<file path="src/rtl/glue_pkg.sv">
package glue_pkg;

    // Bus-cycle phase seen by the tracker
    typedef enum logic [1:0] {
        PH_IDLE = 2'd0,
        PH_ADDR = 2'd1,
        PH_HOLD = 2'd2,
        PH_DATA = 2'd3
    } bus_phase_e;

endpackage

</file>
<file path="src/rtl/lo_addr_hold.sv">
module lo_addr_hold #(
    parameter int W = 8
) (
    input  logic         clk,
    input  logic         rst_n,
    input  logic         open_i,
    input  logic [W-1:0] d_i,
    output logic [W-1:0] q_o
);

    logic [W-1:0] held_q;

    // Captures every cycle the strobe is open; the last capture survives its fall
    always_ff @(posedge clk) begin
        if (!rst_n) begin
            held_q <= '0;
        end else if (open_i) begin
            held_q <= d_i;
        end
    end

    // Open: pass straight through. Closed: present the held byte.
    always_comb begin
        if (open_i) begin
            q_o = d_i;
        end else begin
            q_o = held_q;
        end
    end

    // byte after the strobe falls is the one seen just before it fell
    a_r1_capture_at_fall: assert property (@(posedge clk) disable iff (!rst_n)
        $fell(open_i) |-> (q_o == $past(d_i)));

    // closed strobe keeps the output still
    a_r2_hold_stable: assert property (@(posedge clk) disable iff (!rst_n)
        (!open_i && $past(!open_i)) |-> $stable(q_o));

endmodule

</file>
<file path="src/rtl/window_decoder.sv">
module window_decoder #(
    parameter int SEL_W = 3
) (
    input  logic               en_i,
    input  logic [SEL_W-1:0]   field_i,
    output logic [(1<<SEL_W)-1:0] sel_o
);

    localparam int BLOCKS = 1 << SEL_W;

    for (genvar b = 0; b < BLOCKS; b++) begin : g_blk
        assign sel_o[b] = en_i && (field_i == SEL_W'(b));
    end

    // never two windows at once
    always_comb begin
        a_r4_onehot: assert ($onehot0(sel_o));
    end

endmodule

</file>
<file path="src/rtl/bus_phase_fsm.sv">
module bus_phase_fsm
    import glue_pkg::*;
(
    input  logic clk,
    input  logic rst_n,
    input  logic strobe_i,
    input  logic phase_i,
    output logic data_ok_o
);

    bus_phase_e state_q, state_d;

    always_ff @(posedge clk) begin
        if (!rst_n) begin
            state_q <= PH_IDLE;
        end else begin
            state_q <= state_d;
        end
    end

    always_comb begin
        state_d = state_q;
        unique case (state_q)
            PH_IDLE: if (strobe_i) state_d = PH_ADDR;
            PH_ADDR: if (!strobe_i) state_d = PH_HOLD;
            PH_HOLD: begin
                if (strobe_i) begin
                    state_d = PH_ADDR;
                end else if (phase_i) begin
                    state_d = PH_DATA;
                end
            end
            PH_DATA: if (!phase_i) state_d = PH_IDLE;
            default: state_d = PH_IDLE;
        endcase
    end

    // Outputs: a data phase counts only after an address phase
    always_comb begin
        data_ok_o = 1'b0;
        unique case (state_q)
            PH_HOLD, PH_DATA: data_ok_o = phase_i;
            default:          data_ok_o = 1'b0;
        endcase
    end

    // PH_DATA is reached only through a held address
    a_r8_data_after_addr: assert property (@(posedge clk) disable iff (!rst_n)
        (state_q == PH_DATA) |-> ($past(state_q) == PH_HOLD || $past(state_q) == PH_DATA));

endmodule

</file>
<file path="src/rtl/muxbus_sram_glue.sv">
module muxbus_sram_glue
    import glue_pkg::*;
#(
    parameter int ADDR_W = 16,
    parameter int DATA_W = 8,
    parameter int MEM_AW = 13,
    parameter int WINDOW = 2
) (
    input  logic                     clk,
    input  logic                     rst_n,
    input  logic                     bus_phase_i,
    input  logic                     addr_strobe_i,
    input  logic                     read_not_write_i,
    input  logic [ADDR_W-DATA_W-1:0] addr_hi_i,
    input  logic [DATA_W-1:0]        mux_in_i,
    output logic [DATA_W-1:0]        mux_out_o,
    output logic                     mux_drive_o,
    output logic [MEM_AW-1:0]        mem_addr_o,
    output logic                     mem_sel_n_o,
    output logic                     mem_sel_o,
    output logic                     mem_wr_n_o,
    output logic                     mem_rd_n_o,
    output logic [DATA_W-1:0]        mem_wdata_o,
    input  logic [DATA_W-1:0]        mem_rdata_i
);

    localparam int HI_W   = ADDR_W - DATA_W;
    localparam int SEL_W  = ADDR_W - MEM_AW;
    localparam int MID_W  = MEM_AW - DATA_W;
    localparam int BLOCKS = 1 << SEL_W;

    logic [DATA_W-1:0] lo_addr;
    logic [BLOCKS-1:0] blk_sel;
    logic              data_ok;
    logic              hit;

    lo_addr_hold #(.W(DATA_W)) u_hold (
        .clk    (clk),
        .rst_n  (rst_n),
        .open_i (addr_strobe_i),
        .d_i    (mux_in_i),
        .q_o    (lo_addr)
    );

    window_decoder #(.SEL_W(SEL_W)) u_dec (
        .en_i    (bus_phase_i),
        .field_i (addr_hi_i[HI_W-1 -: SEL_W]),
        .sel_o   (blk_sel)
    );

    bus_phase_fsm u_fsm (
        .clk       (clk),
        .rst_n     (rst_n),
        .strobe_i  (addr_strobe_i),
        .phase_i   (bus_phase_i),
        .data_ok_o (data_ok)
    );

    assign hit         = blk_sel[WINDOW];
    assign mem_addr_o  = {addr_hi_i[MID_W-1:0], lo_addr};
    assign mem_sel_n_o = ~hit;
    assign mem_sel_o   = 1'b1;
    assign mem_wr_n_o  = ~(bus_phase_i & ~read_not_write_i);
    assign mem_rd_n_o  = ~(hit & read_not_write_i);
    assign mem_wdata_o = mux_in_i;
    assign mux_drive_o = ~mem_rd_n_o & data_ok;
    assign mux_out_o   = mux_drive_o ? mem_rdata_i : '0;

    // output and write enables never overlap
    a_r7_rd_wr_exclusive: assert property (@(posedge clk) disable iff (!rst_n)
        !(!mem_rd_n_o && !mem_wr_n_o));

    // bus driven only while the RAM output is enabled
    a_r8_drive_only_on_read: assert property (@(posedge clk) disable iff (!rst_n)
        mux_drive_o |-> (!mem_rd_n_o && !mem_sel_n_o));

    // select only in the high bus phase
    a_r4_sel_in_phase: assert property (@(posedge clk) disable iff (!rst_n)
        !mem_sel_n_o |-> bus_phase_i);

    // a write enable with no select cannot reach the RAM data path as a read
    a_r10_no_drive_outside: assert property (@(posedge clk) disable iff (!rst_n)
        mem_sel_n_o |-> !mux_drive_o);

endmodule

</file>
<file path="config.mk">
export PLATFORM = sky130hd
export DESIGN_NAME = muxbus_sram_glue
export DESIGN_NICKNAME = d
export VERILOG_FILES = /design/src/rtl/glue_pkg.sv /design/src/rtl/lo_addr_hold.sv /design/src/rtl/window_decoder.sv /design/src/rtl/bus_phase_fsm.sv /design/src/rtl/muxbus_sram_glue.sv
export SDC_FILE = /design/constraint.sdc
export NUM_CORES = 1
export LEC_CHECK = 0
export ABC_AREA = 1
export BUFFER_PORTS_ARGS = -buffer_cell sky130_fd_sc_hd__buf_2
export CAP_MARGIN = 20
export CORE_MARGIN = 2
export CORE_UTILIZATION = 35
export DETAILED_ROUTE_END_ITERATION = 12
export PLACE_DENSITY = 0.8
export SLEW_MARGIN = 20
export SYNTH_ARGS = -nofsm -noshare
export SYNTH_HDL_FRONTEND = slang
export SYNTH_SLANG_ARGS = --single-unit
</file>
<file path="constraint.sdc">
create_clock -name clk -period 2.1 [get_ports clk]
set_clock_uncertainty 0.1 [all_clocks]
set_input_delay 0.105 -clock clk [delete_from_list [all_inputs] [get_ports clk]]
set_output_delay 0.105 -clock clk [all_outputs]
set_load 0.005 [all_outputs]
</file>
==> impl_metrics.yaml <==
cts:
  htree_levels: 1
  cts-resized-gates: 0
  clk_latency_ns: 0.26
  clock_path_buffers: 2
  cts-hold-fix-buffers: 0
  postCtsSetupBuffers: 0
  numCtsBuffers: 3
  cts_num_sinks: 10
  root_buffer: "clkbuf_4"
  cts_tree: "done"
  clk_pin_slew_worst_paths_ns: 0.07
sta:
  fin_ws_ns: 0.8083
  finalSetupViolCount: 0
  rsz0062_at_grt: "false"
  min_period_ns: 1.292
  fmax_ghz: 0.7742
  fin_tns_setup_ns: 0
  drv_slew: 0
  finalCritPeriodShare: 0.6151
  finalHoldViolCount: 0
logic_synthesis:
  synth_area_per_cell_um2: 6.682
  ys_warn_count: 0
  synth_xor_xnor_area_share: 0
  synthSimpleGateAreaFrac: 0.2901
  syn_nets: 120
  ys_types: 14
  syn-cell-area_um2: 608.1
  synth_top_area_frac: 0.3292
  syn_inst: 91
  ys_ff_latch: 10
  synthTopCellsByArea: "dfxtp_1 (33%), buf_4 (17%), nand2_1 (17%), a21oi_1 (8.2%), inv_1 (6.8%)"
  synth-compound-area-share: 0.09877
  synth_top_family_by_area: "simple AND/OR/NAND/NOR gates"
  synth.area.mux_share: 0
  synth_top_cell_by_area: "dfxtp_1"
  yosysSeqAreaShare: 0.3292
  synthAdderAreaFrac: 0
placed_design:
  port_buffers: 51
  dpl.hpwl_mm: 1.084
  gp_congestion: 0.6181
  post-place-ws_ns: 1.087
global_routing:
  grt_max_degree: 11
  antenna_found_initial: 0
  grt_pass1_vias: 484
  gr-total-overflow: 0
  grt_pass1_wl_mm: 1.718
  grtUsageTotal: 0.1165
routing:
  wl_met2_um: 611
  via_per_inst: 4.459
  drt-initial-drc-count: 0
  wl_met1_um: 518
  routed_wl_mm: 1.316
  drt_first_pass_iters: 1
  drc_errors: 0
  met3_wirelength_um: 187
  postRouteAntennaNets: 0
  routedWlPerCell_um: 8.892
  num_vias: 660
  top_layer_used: "met3"
die:
  initial_core_util: 0.3640
  io_pins: 63
  die_w_um: 45.68
  die-area_mm2: 0.002087
  rows: 15
  die_y_um: 45.68
  coreArea_mm2: 0.001670
setup_path:
  arrival_ns: 1.09
  r2r_slack_ns: 1.09
  worst_r2r_path_depth: 3
  startpoint_type: "register"
  worst-setup-path-type: "reg2out"
  worstPathRequired_ns: 1.89
  cp-end-kind: "primary output"
  r2r-start: "u_fsm.state_q[1]"
  critical_path.max_fanout: 9
  worst_r2r_endpoint: "u_fsm.state_q[1]"
run_status:
  status: "finished clean"
finish:
  nFillCells: 183
  nNetsFinal: 161
  area_growth_pct: 32.30
  drive_above_1_share: 0.4504
  num_antenna_cells: 0
  layout_commonest_cell: "buf_2"
  layout_common_cells: "buf_2 (51), nand2_1 (28), inv_1 (11)"
hold_path:
  hp-start: "mux_in_i[6]"
  hold_depth: 3
  worst_hold_path_type: "in2reg"
  hold_end: "u_hold.held_q[6]"
power:
  p_per_area_mw_per_mm2: 571.6
  p_leak_uw: 0.0005199
  ir_worst_vdd_mv: 0.3664
job:
  drv_cap: 0
==> cell usage after synthesis, drive strengths merged <==
| master | n |
|---|---|
| a21oi | 10 |
| buf | 15 |
| conb | 1 |
| dfxtp | 10 |
| inv | 13 |
| nand2 | 28 |
| nand3 | 1 |
| nand4 | 1 |
| nor2 | 10 |
| o21ai | 2 |
==> through the flow <==
step / utilization / power [µW] / hold slack [ns] / area, µm² / cells
after global placement: 0.4599 / 292.7 / 0.1100 / 768.2 / 144
final: 0.4816 / 459.9 / 0.02079 / 804.5 / 148
after floorplan: - / 266.5 / 0.1554 / 608.1 / 91
after detailed placement: 0.4599 / 295.0 / 0.1100 / 768.2 / 144
after CTS: 0.4816 / 468.2 / 0.01126 / 804.5 / 148
after global routing: 0.4816 / 489.1 / 0.01414 / 804.5 / 148
==> report_power, final <==
group | internal (µW) | total, µW | switching (µW)
Combinational | 41.3 | 85.3 | 44.0
Clock | 105 | 171 | 65.5
Sequential | 200 | 204 | 3.83
Total | 347 | 460 | 113
==> cells by family (layout without fill, tap and decap cells) <==
kind of cell	Yosys count	in the layout
flops	10	10
simple gates	40	40
other cells	1	1
buf+inv	28	68
compound gates	12	12
==> layout make-up <==
cell class                      instances  area (µm²)  share of cell area
Clock buffer                            4       36.28             0.04510
Inverter                               13       51.30             0.06376
Multi-Input combinational cell         53       240.2              0.2986
Sequential cell                        10       200.2              0.2488
Tap cell                               17       21.27             0.02644
Timing Repair Buffer                   51       255.2              0.3173
==> routing by layer <==
layer  vias to the layer above  global-route usage
li1                        340                   -
met1                       276             0.09880
met2                        44              0.2169
met3                         0             0.05159
met4                         0             0.07059
met5                         -                   0
==> registers in the layout, indices dropped and copies added (netlist names) <==
| signal | cells |
|---|---|
| u_fsm.state_q | 2 |
| u_hold.held_q | 8 |
==> critical path, stage by stage, from the launching register on <==
cell and delay, ns:
dfxtp_1 0.41, nand4_4 0.17, nor2_1 0.12, buf_2 0.12
==> worst max path at each step <==
stage / startpoint / to / slack (ns) / cells past startpoint
after floorplan: u_fsm.state_q[1] / u_fsm.state_q[1] / 1.19 / 3
after global placement: u_fsm.state_q[1] / mux_out_o[0] / 1.12 / 3
after detailed placement: u_fsm.state_q[1] / mux_out_o[0] / 1.09 / 3
after CTS: u_fsm.state_q[1] / mux_out_o[0] / 0.79 / 3
after global routing: u_fsm.state_q[1] / mux_out_o[2] / 0.70 / 3
final: u_fsm.state_q[1] / mux_out_o[3] / 0.81 / 3
No activity file was read; power rests on OpenSTA's default activity.
